`src/rtl/rtc_pkg.sv`:
```
package rtc_pkg;
    localparam int BUS_W  = 32;
    localparam int ADDR_W = 3;
    localparam int IRQ_N  = 3;

    typedef enum logic [ADDR_W-1:0] {
        REG_CNT_LO = 3'd0,
        REG_CNT_HI = 3'd1,
        REG_ALM_LO = 3'd2,
        REG_ALM_HI = 3'd3,
        REG_PERIOD = 3'd4,
        REG_CTRL   = 3'd5,
        REG_STATUS = 3'd6,
        REG_IRQ_EN = 3'd7
    } reg_addr_e;

    // bit order: alarm = 0, timer = 1, warn = 2
    typedef struct packed {
        logic warn;
        logic timer;
        logic alarm;
    } irq_vec_t;

    function automatic logic [BUS_W-1:0] widen8(input logic [7:0] v);
        return {{(BUS_W-8){1'b0}}, v};
    endfunction
endpackage

```
`src/rtl/rtc_counter.sv`:
```
module rtc_counter import rtc_pkg::*; #(
    parameter int CNT_W    = 40,
    parameter int WARN_GAP = 256
) (
    input  logic             clk,
    input  logic             rst,
    input  logic             tick,
    input  logic             ld_lo,
    input  logic             ld_hi,
    input  logic [BUS_W-1:0] wdata,
    input  logic [CNT_W-1:0] alarm,
    output logic [CNT_W-1:0] cnt,
    output logic             alarm_evt,
    output logic             warn_evt
);
    localparam int HI_W = CNT_W - BUS_W;
    localparam logic [CNT_W-1:0] WARN_AT = {CNT_W{1'b1}} - CNT_W'(WARN_GAP - 1);

    logic [CNT_W-1:0] nxt;
    logic             adv;

    assign nxt       = cnt + CNT_W'(1);
    assign adv       = tick && !(ld_lo || ld_hi);
    assign alarm_evt = adv && (nxt == alarm);
    assign warn_evt  = adv && (nxt == WARN_AT);

    always_ff @(posedge clk) begin
        if (rst) begin
            cnt <= '0;
        end else if (ld_lo || ld_hi) begin
            if (ld_lo) cnt[BUS_W-1:0]     <= wdata;
            if (ld_hi) cnt[CNT_W-1:BUS_W] <= wdata[HI_W-1:0];
        end else if (tick) begin
            cnt <= nxt;
        end
    end

    assert_advance_R2: assert property (@(posedge clk) disable iff (rst)
        (tick && !ld_lo && !ld_hi) |=> (cnt == $past(cnt) + CNT_W'(1)));
    assert_load_wins_R3: assert property (@(posedge clk) disable iff (rst)
        ld_lo |=> (cnt[BUS_W-1:0] == $past(wdata)));
    assert_hold_R2: assert property (@(posedge clk) disable iff (rst)
        (!tick && !ld_lo && !ld_hi) |=> $stable(cnt));
    assert_alarm_R5: assert property (@(posedge clk) disable iff (rst)
        alarm_evt |=> (cnt == $past(alarm)));
    assert_warn_R6: assert property (@(posedge clk) disable iff (rst)
        warn_evt |=> (cnt == WARN_AT));
endmodule

```
`src/rtl/rtc_periodic.sv`:
```
module rtc_periodic #(
    parameter int TMR_W = 16
) (
    input  logic             clk,
    input  logic             rst,
    input  logic             tick,
    input  logic             en_wr,
    input  logic             en_val,
    input  logic [TMR_W-1:0] period,
    output logic             en,
    output logic             expire
);
    logic [TMR_W-1:0] cnt;
    logic             last;

    assign last   = (cnt <= TMR_W'(1));
    assign expire = en && tick && !en_wr && last;

    always_ff @(posedge clk) begin
        if (rst) begin
            en  <= 1'b0;
            cnt <= '0;
        end else if (en_wr) begin
            en <= en_val;
            if (en_val && !en) cnt <= period;
        end else if (en && tick) begin
            if (last) cnt <= period;
            else      cnt <= cnt - TMR_W'(1);
        end
    end

    assert_reload_R7: assert property (@(posedge clk) disable iff (rst)
        expire |=> (cnt == $past(period)));
    assert_idle_R7: assert property (@(posedge clk) disable iff (rst)
        (!en && !en_wr) |=> $stable(cnt));
    assert_step_R7: assert property (@(posedge clk) disable iff (rst)
        (en && tick && !en_wr && !last) |=> (cnt == $past(cnt) - TMR_W'(1)));
endmodule

```
`src/rtl/rtc_irq.sv`:
```
module rtc_irq import rtc_pkg::*; (
    input  logic             clk,
    input  logic             rst,
    input  irq_vec_t         set,
    input  logic             clr_wr,
    input  logic [IRQ_N-1:0] clr_mask,
    input  logic             en_wr,
    input  logic [IRQ_N-1:0] en_val,
    output logic [IRQ_N-1:0] status,
    output logic [IRQ_N-1:0] mask,
    output logic             irq
);
    logic [IRQ_N-1:0] set_v;
    logic [IRQ_N-1:0] clr_v;

    assign set_v = set;
    assign clr_v = clr_wr ? clr_mask : '0;
    assign irq   = |(status & mask);

    always_ff @(posedge clk) begin
        if (rst) begin
            status <= '0;
            mask   <= '0;
        end else begin
            status <= (status & ~clr_v) | set_v;
            if (en_wr) mask <= en_val;
        end
    end

    assert_set_wins_R8: assert property (@(posedge clk) disable iff (rst)
        (|set_v) |=> ((status & $past(set_v)) == $past(set_v)));
    assert_sticky_R8: assert property (@(posedge clk) disable iff (rst)
        !clr_wr |=> (($past(status) & ~status) == '0));
    assert_no_spurious_R9: assert property (@(posedge clk) disable iff (rst)
        (!(|set_v) && !en_wr) |=> ($stable(status) || $past(clr_wr)));
endmodule

```
`src/rtl/rtc_alarm_timer.sv`:
```
module rtc_alarm_timer import rtc_pkg::*; #(
    parameter int CNT_W    = 40,
    parameter int TMR_W    = 16,
    parameter int WARN_GAP = 256
) (
    input  logic              clk,
    input  logic              rst,
    input  logic              rtc_tick,
    input  logic              tmr_tick,
    input  logic              bus_wr,
    input  logic              bus_rd,
    input  logic [ADDR_W-1:0] bus_addr,
    input  logic [BUS_W-1:0]  bus_wdata,
    output logic [BUS_W-1:0]  bus_rdata,
    output logic              irq
);
    localparam int HI_W = CNT_W - BUS_W;

    reg_addr_e        addr;
    logic [CNT_W-1:0] cnt, alarm;
    logic [TMR_W-1:0] period;
    logic [HI_W-1:0]  shadow;
    logic             tmr_en, tmr_exp, alarm_evt, warn_evt;
    logic [IRQ_N-1:0] status, mask;
    irq_vec_t         evt;

    assign addr = reg_addr_e'(bus_addr);

    always_ff @(posedge clk) begin
        if (rst) begin
            alarm  <= '0;
            period <= '0;
        end else if (bus_wr) begin
            if (addr == REG_ALM_LO) alarm[BUS_W-1:0]     <= bus_wdata;
            if (addr == REG_ALM_HI) alarm[CNT_W-1:BUS_W] <= bus_wdata[HI_W-1:0];
            if (addr == REG_PERIOD) period               <= bus_wdata[TMR_W-1:0];
        end
    end

    rtc_counter #(.CNT_W(CNT_W), .WARN_GAP(WARN_GAP)) u_cnt (
        .clk(clk), .rst(rst), .tick(rtc_tick),
        .ld_lo(bus_wr && addr == REG_CNT_LO),
        .ld_hi(bus_wr && addr == REG_CNT_HI),
        .wdata(bus_wdata), .alarm(alarm), .cnt(cnt),
        .alarm_evt(alarm_evt), .warn_evt(warn_evt)
    );

    rtc_periodic #(.TMR_W(TMR_W)) u_tmr (
        .clk(clk), .rst(rst), .tick(tmr_tick),
        .en_wr(bus_wr && addr == REG_CTRL), .en_val(bus_wdata[0]),
        .period(period), .en(tmr_en), .expire(tmr_exp)
    );

    always_comb begin
        evt.alarm = alarm_evt;
        evt.timer = tmr_exp;
        evt.warn  = warn_evt;
    end

    rtc_irq u_irq (
        .clk(clk), .rst(rst), .set(evt),
        .clr_wr(bus_wr && addr == REG_STATUS), .clr_mask(bus_wdata[IRQ_N-1:0]),
        .en_wr(bus_wr && addr == REG_IRQ_EN), .en_val(bus_wdata[IRQ_N-1:0]),
        .status(status), .mask(mask), .irq(irq)
    );

    always_ff @(posedge clk) begin
        if (rst) begin
            bus_rdata <= '0;
            shadow    <= '0;
        end else if (bus_rd) begin
            case (addr)
                REG_CNT_LO: begin
                    bus_rdata <= cnt[BUS_W-1:0];
                    shadow    <= cnt[CNT_W-1:BUS_W];
                end
                REG_CNT_HI: bus_rdata <= widen8(8'(shadow));
                REG_ALM_LO: bus_rdata <= alarm[BUS_W-1:0];
                REG_ALM_HI: bus_rdata <= widen8(8'(alarm[CNT_W-1:BUS_W]));
                REG_PERIOD: bus_rdata <= BUS_W'(period);
                REG_CTRL:   bus_rdata <= BUS_W'(tmr_en);
                REG_STATUS: bus_rdata <= BUS_W'(status);
                REG_IRQ_EN: bus_rdata <= BUS_W'(mask);
            endcase
        end
    end

    assert_lo_read_R4: assert property (@(posedge clk) disable iff (rst)
        (bus_rd && addr == REG_CNT_LO) |=> (bus_rdata == $past(cnt[BUS_W-1:0])));
    assert_hi_zero_R4: assert property (@(posedge clk) disable iff (rst)
        (bus_rd && addr == REG_CNT_HI) |=> (bus_rdata[BUS_W-1:HI_W] == '0));
    assert_rdata_hold_R4: assert property (@(posedge clk) disable iff (rst)
        !bus_rd |=> $stable(bus_rdata));
endmodule

```
`config.mk`:
```
export PLATFORM = sky130hd
export DESIGN_NAME = rtc_alarm_timer
export DESIGN_NICKNAME = d
export VERILOG_FILES = /design/src/rtl/rtc_pkg.sv /design/src/rtl/rtc_counter.sv /design/src/rtl/rtc_periodic.sv /design/src/rtl/rtc_irq.sv /design/src/rtl/rtc_alarm_timer.sv
export SDC_FILE = /design/constraint.sdc
export NUM_CORES = 1
export LEC_CHECK = 0
export BUFFER_PORTS_ARGS = -buffer_cell sky130_fd_sc_hd__buf_2
export CAP_MARGIN = 5
export CORE_MARGIN = 2
export CORE_UTILIZATION = 40
export DETAILED_ROUTE_END_ITERATION = 8
export GPL_TIMING_DRIVEN = 0
export PLACE_DENSITY = 0.63
export SLEW_MARGIN = 20
export SYNTH_ARGS = -nofsm -noshare
export SYNTH_HDL_FRONTEND = slang
export SYNTH_SLANG_ARGS = --single-unit
```
`constraint.sdc`:
```
create_clock -name clk -period 3.2 [get_ports clk]
set_input_delay 0.16 -clock clk [delete_from_list [all_inputs] [get_ports clk]]
set_output_delay 0.16 -clock clk [all_outputs]
set_load 0.005 [all_outputs]
```
==> results of run 1 <==
## layout by cell type, fill, tap and decap left out, drive strengths merged, types with 15 or more instances in the layout
master	instances
a221oi	18
o21ai	60
nor2	138
mux2i	19
nor4	20
dfxtp	159
nor3	40
dlygate4sd3	18
nand2	233
a21oi	149
clkbuf	114
nand4	28
xnor2	45
o31ai	15
buf	93
inv	33
xor2	20
nor2b	27
nand3	27
a22oi	22
## routing by layer
layer  vias to the layer above  track usage (%)  routed length (um)
met1                      4738            40.23               15300
li1                       4775                -                   -
met4                         0            13.85                1560
met3                        97            4.929                3199
met5                         -                0                   0
met2                       538            44.41               15570
## tightest hold or removal path: cells and delay by family
family	cells	cell delay, ns
buffers and inverters	1	0.13
AND/OR/NAND/NOR	1	0.06
AO/OA/AOI/OAI	1	0.05
## through the flow
stage	instances	hold slack, ns	total power [mW]	util [%]	cell area [sq um]
floorplan	1289	0.2960	2.486	-	9318
global placement	1672	0.4181	2.717	44.16	10060
detailed placement	1672	0.4238	2.721	44.19	10070
CTS	1726	0.0009990	4.828	47.98	10930
global route	1732	0.008921	4.991	48.49	11050
finish	1732	-0.003494	4.855	48.49	11050
## power breakdown
| part | switching (mW) | internal, mW |
|---|---|---|
| clock | 1.02 | 1.12 |
| sequential | 0.0434 | 2.02 |
| combinational | 0.449 | 0.209 |
| total | 1.51 | 3.34 |
## logic make-up after synthesis
kind of cell / count (synthesis) / synth area share [%]
XOR/XNOR: 66 / 6.432
flip-flops: 159 / 34.16
adder cells (fa/ha/maj): 4 / 0.5372
AO/OA/AOI/OAI: 331 / 21.75
AND/OR/NAND/NOR: 572 / 28.67
multiplexers: 23 / 2.887
buffers and inverters: 134 / 5.559
## state kept, by name, summed over array words and instances, names as in the netlist, 3 cells and up
signal / flops
alarm: 40
bus_rdata: 32
period: 16
shadow: 8
u_cnt.cnt: 40
u_irq.mask: 3
u_irq.status: 3
u_tmr.cnt: 16
## layout make-up
cell class | count | share of cell area, %
Multi-Input combinational cell | 996 | 52.00
Sequential cell | 159 | 28.85
Timing Repair Buffer | 98 | 5.483
Buffer | 110 | 3.919
Clock buffer | 17 | 3.851
Tap cell | 313 | 3.546
Clock inverter | 15 | 1.529
Inverter | 24 | 0.8156
## path summary, 6_finish.rpt
| check | from | end | slack (ns) | cells after the start |
|---|---|---|---|---|
| min reg2reg | shadow[2]$_SDFFE_PP0P_ | shadow[2]$_SDFFE_PP0P_ | 0.46 | 2 |
| min | bus_wdata[9] | alarm[9]$_SDFFE_PP0P_ | -0.003 | 3 |
| max | u_cnt.cnt[4]$_SDFFE_PP0P_ | u_irq.status[0]$_SDFF_PP0_ | -0.008 | 9 |
| max reg2reg | u_cnt.cnt[4]$_SDFFE_PP0P_ | u_irq.status[0]$_SDFF_PP0_ | -0.008 | 9 |
## what timing repair did
action | CTS | global route
pin swaps | 3 | 5
endpoints found under the setup margin | 3 | 6
gates resized for setup | 11 | 14
cloned | 0 | 0
setup buffers | 4 | 6
hold buffers | 18 | 0
hold endpoints to repair | 19 | 0
==> results.md, run 1 <==
- The run finished, with violations left.
- The final reports fail on hold timing, setup timing.
- At the worst endpoint, the arrival time is 3.57 ns.
- The required time of the critical path is 3.56 ns.
- Once detail routing completed, the nets flagged for antenna violations numbered 0.
- Dividing total power by cell area gives a power density of 439.5 nW/um^2.
- The synthesis-stage register bit count is 159.
- Walking the worst path, the cells encountered are clkbuf_1 > nand2_1 > nor2_1 > xnor2_1 > o2111ai_1 > nor4_1 > o2111ai_1 > or4_1 > o31ai_1.
- Timing analysis after detailed placement gives a worst setup slack of -0.3784 ns.
- The clock slew seen by the registers of the worst setup and hold paths is 0.08 ns.
- Setup repair after global routing could not meet its margin everywhere.
- The share of synthesized area occupied by flip-flops and latches is 34.16%.
- The first-pass iteration count of the detailed router is 6.
- The aggregate global routing overflow is 0.
- The via count of the first global-routing pass is 9429.
- The number of maximum-capacitance constraint violations is 0.
- The floorplan die area is 24530 sq um.
- The top fanout value on the critical path is 10.
- The min-delay analysis places its worst path in the category input pin to flip-flop.
- For this run, the number of Yosys warnings is 0.
- The antenna diode count is 0.
- The largest area contributor in the netlist is sky130_fd_sc_hd__dfxtp_1.
- The CTS H-tree depth is 4.
- Yosys attributes the largest share of cell area to sky130_fd_sc_hd__dfxtp_1, sky130_fd_sc_hd__nand2_1, sky130_fd_sc_hd__a21oi_1, sky130_fd_sc_hd__nor2_1, sky130_fd_sc_hd__xnor2_1.
- CTS saw 159 sinks.
- The number of ports placed on the die boundary is 74.
- The filler cells instantiated in the layout total 2298.
- The primary flip-flop cell chosen by synthesis mapping is sky130_fd_sc_hd__dfxtp_1.
- Grouping stages by cell kind, the critical path spends the most delay in simple AND/OR/NAND/NOR gates.
- The peak per-stage delay on the critical path is 0.55 ns.
- The placeable core region is 22780 sq um.
- The number of endpoints with negative hold slack in the final report is 1.
- The category of the worst setup path capture point is a flip-flop.
- For this design the static power due to leakage is 3.923 nW.
- The most common cell in the synthesized netlist is sky130_fd_sc_hd__nand2_1.
- The clock reaches the later pin of the worst-skew pair after 0.45 ns.
- Averaged over all synthesized cells, the footprint is 7.229 sq um.
- The worst ir drop on vdd is 0.3816 mV.
- Among all stages on the critical path, the largest delay is contributed by sky130_fd_sc_hd__nor4_1.
- In this run, the number of DRC markers left after iteration 0 of detailed routing was 1053.
- The shortest period the worst path allows is 3.208 ns.
- The number of distinct library cells after synthesis is 68.
- The number of nets produced by synthesis is 1334.
- The root buffer selected by CTS is sky130_fd_sc_hd__clkbuf_16.
- The area used by multi-input combinational logic is 5744 sq um.
- The clock tree from TritonCTS is yes.
- The share of the synthesized area in the top cell type is 34.16%.
- Once detailed placement completed, the half-perimeter wirelength came to 26.16 mm.
- Clock skew on the completed layout was measured at 0.01686 ns.
- The tightest hold path in the finished design has a slack of -0.003494 ns.
- The worst slew margin relative to its limit is 35.96%.
- Ranked by instance count, the synthesized netlist is headed by sky130_fd_sc_hd__nand2_1, sky130_fd_sc_hd__dfxtp_1, sky130_fd_sc_hd__a21oi_1.
- The placer congestion estimate is 0.9708.
- The first global-routing pass estimated 54.35 mm of wire.
- The initial antenna violation count came to 0.
- The share of synthesized flip-flops with an asynchronous set or reset is 0%.
- Once routing completed, OpenROAD measured the worst setup slack at -0.008366 ns.
- Summed over all failing endpoints, the final setup total negative slack is -0.008366 ns.
- At the pin with the least slew margin, the transition time is 0.9606 ns.
- The die extent in x is 156.6 um.
- Of the cells placed in the final design, the portion with a size suffix greater than 1 is 11.21%.
- The combined area of all synthesized cells is 9318 sq um.
- The number of buffers and inverters on the critical path is 1.
- The element type at the critical path start is a flip-flop.
- The total global-route track usage is 29.20%.
- Setup violations remaining at the end of the flow were counted as 1.
- The count of port buffers added during placement is 70.
- By instance count, the cell type seen most on the critical path is sky130_fd_sc_hd__o2111ai_1.
- The layout-stage area growth over the synthesis result is 18.54%.
- The via count is 10150.
- The die height is 156.6 um.
- The number of buffers added by the clock tree synthesis step is 17.
- The number of max-slew violations in the final report is 0.
- The storage element area is 3187 sq um.
- The ratio of routed vias to standard cells is 5.859.
- The gate count after technology mapping is 1289.
- In the routed design, unresolved DRC markers number 0.
- The routed design has 35.62 mm of wire.
- The deepest clock path buffer count is 2.
- The number of standard-cell rows in the floorplan is 55.
- The largest net degree at the start of global routing is 18.
- The count of flip-flops with a built-in enable after synthesis is 0.
- The final net count is 1451.
- The maximum achievable frequency is 311.7 MHz.
- For this configuration, the core starts out at a cell density of 40.91%.
- The critical path in this run is classified as flip-flop to flip-flop.
- Of the available clock period, the critical path in the final layout requires 100.3%.
- Dividing the detail-routed wire length by the instance count gives 20.57 um.
Power figures use the tool's default switching activity.
==> inputs of run 2 (changes only) <==
--- a/config.mk
+++ b/config.mk
@@ -5,13 +5,16 @@
 export SDC_FILE = /design/constraint.sdc
 export NUM_CORES = 1
 export LEC_CHECK = 0
+export ABC_CLOCK_PERIOD_IN_PS = 3200
 export BUFFER_PORTS_ARGS = -buffer_cell sky130_fd_sc_hd__buf_2
 export CAP_MARGIN = 5
+export CELL_PAD_IN_SITES_DETAIL_PLACEMENT = 1
+export CELL_PAD_IN_SITES_GLOBAL_PLACEMENT = 2
 export CORE_MARGIN = 2
-export CORE_UTILIZATION = 40
+export CORE_UTILIZATION = 35
 export DETAILED_ROUTE_END_ITERATION = 8
 export GPL_TIMING_DRIVEN = 0
-export PLACE_DENSITY = 0.63
+export PLACE_DENSITY = 0.86
 export SLEW_MARGIN = 20
 export SYNTH_ARGS = -nofsm -noshare
 export SYNTH_HDL_FRONTEND = slang
==> run 2 against run 1 <==
  * The flow finishes with violations (DRC)
  * Clock power barely moved
  * Sequential cell count did not move
  * Register-to-register slack improved by 0.11 ns
  * Global-route usage is 0.46 points lower
  * Largest cell class unchanged
  * Largest power group unchanged
==> results.md, run 2 (synthesis results as in run 1) <==
- The top fanout value on the critical path is 8 (-2).
- The clock slew seen by the registers of the worst setup and hold paths is 0.07 ns (about the same).
- The later-pin clock latency in the skew report is 0.46 ns (about the same).
- The sequential power share is 42.2% (-0.3 points).
- The internal power is 3.364 mW (+0.64%).
- The category of the worst setup path capture point is a flip-flop.
- The fraction of power consumed by the clock network is 43.7% (-0.3 points).
- The most numerous cell on the critical path is sky130_fd_sc_hd__or4_1.
- The via count is 10190 (+0.36%).
- The die height is 167.2 um (+6.7%).
- The post-placement setup slack is -0.6203 ns (-0.2419 ns).
- The net switching power of the design is 1.519 mW (+0.45%).
- The floorplan die area is 27940 sq um (+14%).
- The number of standard-cell rows in the floorplan is 59 (+7.3%).
- The worst hold-check path type is input pin to flip-flop.
- The worst setup slack after layout came to 0.1005 ns (+0.1089 ns).
- The final cycle utilization of the critical path was 96.86% (-3.4 points).
- The initial antenna violation count was 0 (unchanged).
- The checks that failed: DRC.
- The number of routed nets with antenna violations is 0 (unchanged).
- The largest registers in the layout are alarm: 40 flops, u_cnt.cnt: 40 flops, bus_rdata: 32 flops.
- The combinational share of power is 14.0% (+0.5 points).
- The DRC violations left is 8 (+8).
- The first-pass iteration count of the detailed router came to 9 (+3).
- The hold-critical path depth is 3 (unchanged).
- The clock sink total is 159 (unchanged).
- The run finished, with violations left.
- The total power is 4.883 mW (+0.58%).
- The shortest period the worst path allows is 3.099 ns (-0.1089 ns).
- The required time of the critical path is 3.56 ns (about the same).
- The number of buffers added by the clock tree synthesis step is 17 (unchanged).
- The final total negative setup slack is 0 ns (+0.008366 ns).
- The number of endpoints with negative hold slack in the final report came to 0 (-1).
- The commonest non-fill, non-tap cell in the layout is sky130_fd_sc_hd__nand2_1.
- The clock tree from TritonCTS is yes.
- The slew of the pin with the lowest slew margin was 0.9195 ns (-0.04105 ns).
- The total global-route track usage is 28.74% (-0.46 points).
- The static leakage power is 3.979 nW (+1.4%).
- The share of total power consumed by net switching is 31.10% (-0.040 points).
- The final count of negative-setup-slack endpoints is 0 (-1).
- The number of design-rule violations left by the first detailed-router iteration is 842 (-20%).
- In the layout the commonest cells are sky130_fd_sc_hd__nand2_1, sky130_fd_sc_hd__dfxtp_1, sky130_fd_sc_hd__a21oi_1, sky130_fd_sc_hd__nor2_1, sky130_fd_sc_hd__clkbuf_1.
- The largest net degree at the start of global routing is 17 (-1).
- The die extent in x is 167.2 um (+6.7%).
- The placeable core region came to 26130 sq um (+15%).
- The clock tree skew after final layout is 0.01447 ns (-0.002394 ns).
- The placer congestion estimate is 0.9351 (-3.7%).
- The number of ports placed on the die boundary is 74 (unchanged).
- Setup repair after global routing could not meet its margin everywhere.
- The deepest clock path buffer count came to 2 (unchanged).
- The power density over the cells was 439.8 nW/um^2 (about the same).
- The slowest stage of the critical path belongs to the cell sky130_fd_sc_hd__or4_1.
- In this run the critical register-to-register path is captured at u_irq.status[0]$_SDFF_PP0_.
- The tree is rooted in a sky130_fd_sc_hd__clkbuf_16.
- The peak per-stage delay on the critical path was 0.61 ns (+0.06 ns).
- The launching point of the worst reg2reg path is u_cnt.cnt[30]$_SDFFE_PP0P_.
- The starting density of the core is 35.66% (-5.3 points).
- The via count of the first global-routing pass was 10230 (+8.5%).
- The post-DP HPWL is 29.70 mm (+14%).
- The worst ir drop on vdd is 0.3797 mV (-0.50%).
- The data arrival time of the worst path is 3.46 ns (-0.11 ns).
- The antenna diode count is 0 (unchanged).
- The number of max-slew violations in the final report is 0 (unchanged).
- The number of maximum-capacitance constraint violations was 0 (unchanged).
- The hold path startpoint is bus_wdata[15].
- The maximum achievable frequency is 322.6 MHz (+3.5%).
- The critical path is of the flip-flop to flip-flop type.
- The routed length per instance was 22.87 um (+11%).
- The ratio of routed vias to standard cells was 5.807 (-0.89%).
- The count of port buffers added during placement is 70 (unchanged).
- The worst setup path is launched from a flip-flop.
- The number of buffers and inverters on the critical path is 1 (unchanged).
- The share of final-layout standard cells stronger than drive strength 1 is 11.42% (+0.21 points).
- The post-detailed-routing wire length is 40.12 mm (+13%).
- Traced cell by cell, the critical path runs through clkbuf_1 > nand4_1 > or4_1 > or2_1 > xnor2_1 > a21boi_0 > or4_1 > o31ai_1.
- From synthesis to final layout, the design area changed by 19.16%.
- The register-to-register setup slack was 0.10 ns (+0.11 ns).
- The post-route non-filler standard cell count was 1754 (+1.3%).
- The worst hold path terminates at period[15]$_SDFFE_PP0P_.
- Grouping stages by cell kind, the critical path spends the most delay in simple AND/OR/NAND/NOR gates.
- The depth of the worst register-to-register path is 8 (-1).
- The worst slew margin relative to its limit came to 38.70% (+2.7 points).
- The final net count came to 1451 (unchanged).
- The post-route core utilization is 42.49% (-6.0 points).
- The CTS H-tree depth is 4 (unchanged).
- The aggregate global routing overflow is 0 (unchanged).
- The count of placed standard cells including taps is 1694 (+1.3%).
- The first-pass GRT wire length is 62.04 mm (+14%).
## run 2: worst max-delay path by stage
stage                          startpoint                          to  slack [ns]  cells after the start
2_1_floorplan   u_cnt.cnt[1]$_SDFFE_PP0P_  u_irq.status[0]$_SDFF_PP0_        0.25                     10
3_3_place_gp    u_cnt.cnt[1]$_SDFFE_PP0P_  u_irq.status[0]$_SDFF_PP0_       -0.94                     10
3_5_place_dp    u_cnt.cnt[1]$_SDFFE_PP0P_  u_irq.status[0]$_SDFF_PP0_       -0.62                     10
4_1_cts         u_cnt.cnt[1]$_SDFFE_PP0P_  u_irq.status[0]$_SDFF_PP0_        0.02                     11
5_1_grt         u_cnt.cnt[8]$_SDFFE_PP0P_  u_irq.status[0]$_SDFF_PP0_       -0.03                      8
6_report       u_cnt.cnt[30]$_SDFFE_PP0P_  u_irq.status[0]$_SDFF_PP0_        0.10                      8
## run 2: layer usage
| metal | global-route usage [%] | vias up | routed length [um] |
|---|---|---|---|
| met3 | 3.403 | 89 | 2237 |
| met4 | 11.76 | 0 | 1612 |
| li1 | - | 4771 | - |
| met2 | 47.28 | 324 | 18540 |
| met1 | 38.42 | 5001 | 17730 |
| met5 | 0 | - | 0 |
## run 2: power groups by stage
stage / sequential (mW) / clock, mW / combinational, mW
after floorplan: 2.09 / 0 / 0.395
after global placement: 2.10 / 0 / 0.635
after detailed placement: 2.11 / 0 / 0.643
after CTS: 2.06 / 2.16 / 0.664
after global routing: 2.07 / 2.22 / 0.742
final: 2.06 / 2.14 / 0.686
## run 2: final cells by class
class | instances | area [sq um]
Fill cell | 3306 | 15030
Multi-Input combinational cell | 996 | 5779
Sequential cell | 159 | 3187
Timing Repair Buffer | 98 | 605.6
Clock buffer | 20 | 456.7
Buffer | 110 | 441.7
Tap cell | 335 | 419.2
Clock inverter | 12 | 123.9
Inverter | 24 | 90.09
## run 2: repair_timing
action / CTS / global route
pin swaps: 3 / 4
setup endpoints to repair: 5 / 15
hold buffers: 18 / 0
buffers inserted: 3 / 7
endpoints found under the hold margin: 19 / 0
resized for setup: 12 / 23
## run 2: worst reg2reg max path: cells and delay by family (launching register included)
family	cells	cell delay [ns]
flops	1	0.31
simple gates	4	1.77
xor+xnor	1	0.21
compound gates	2	0.37
buf+inv	1	0.36
## run 2: metrics by stage
stage	hold WS (ns)	cell area [sq um]
2_1_floorplan	0.2960	9318
5_1_grt	0.006073	11100
3_3_place_gp	0.4162	10090
3_5_place_dp	0.4231	10090
4_1_cts	0.008526	10930
6_report	0.003065	11100
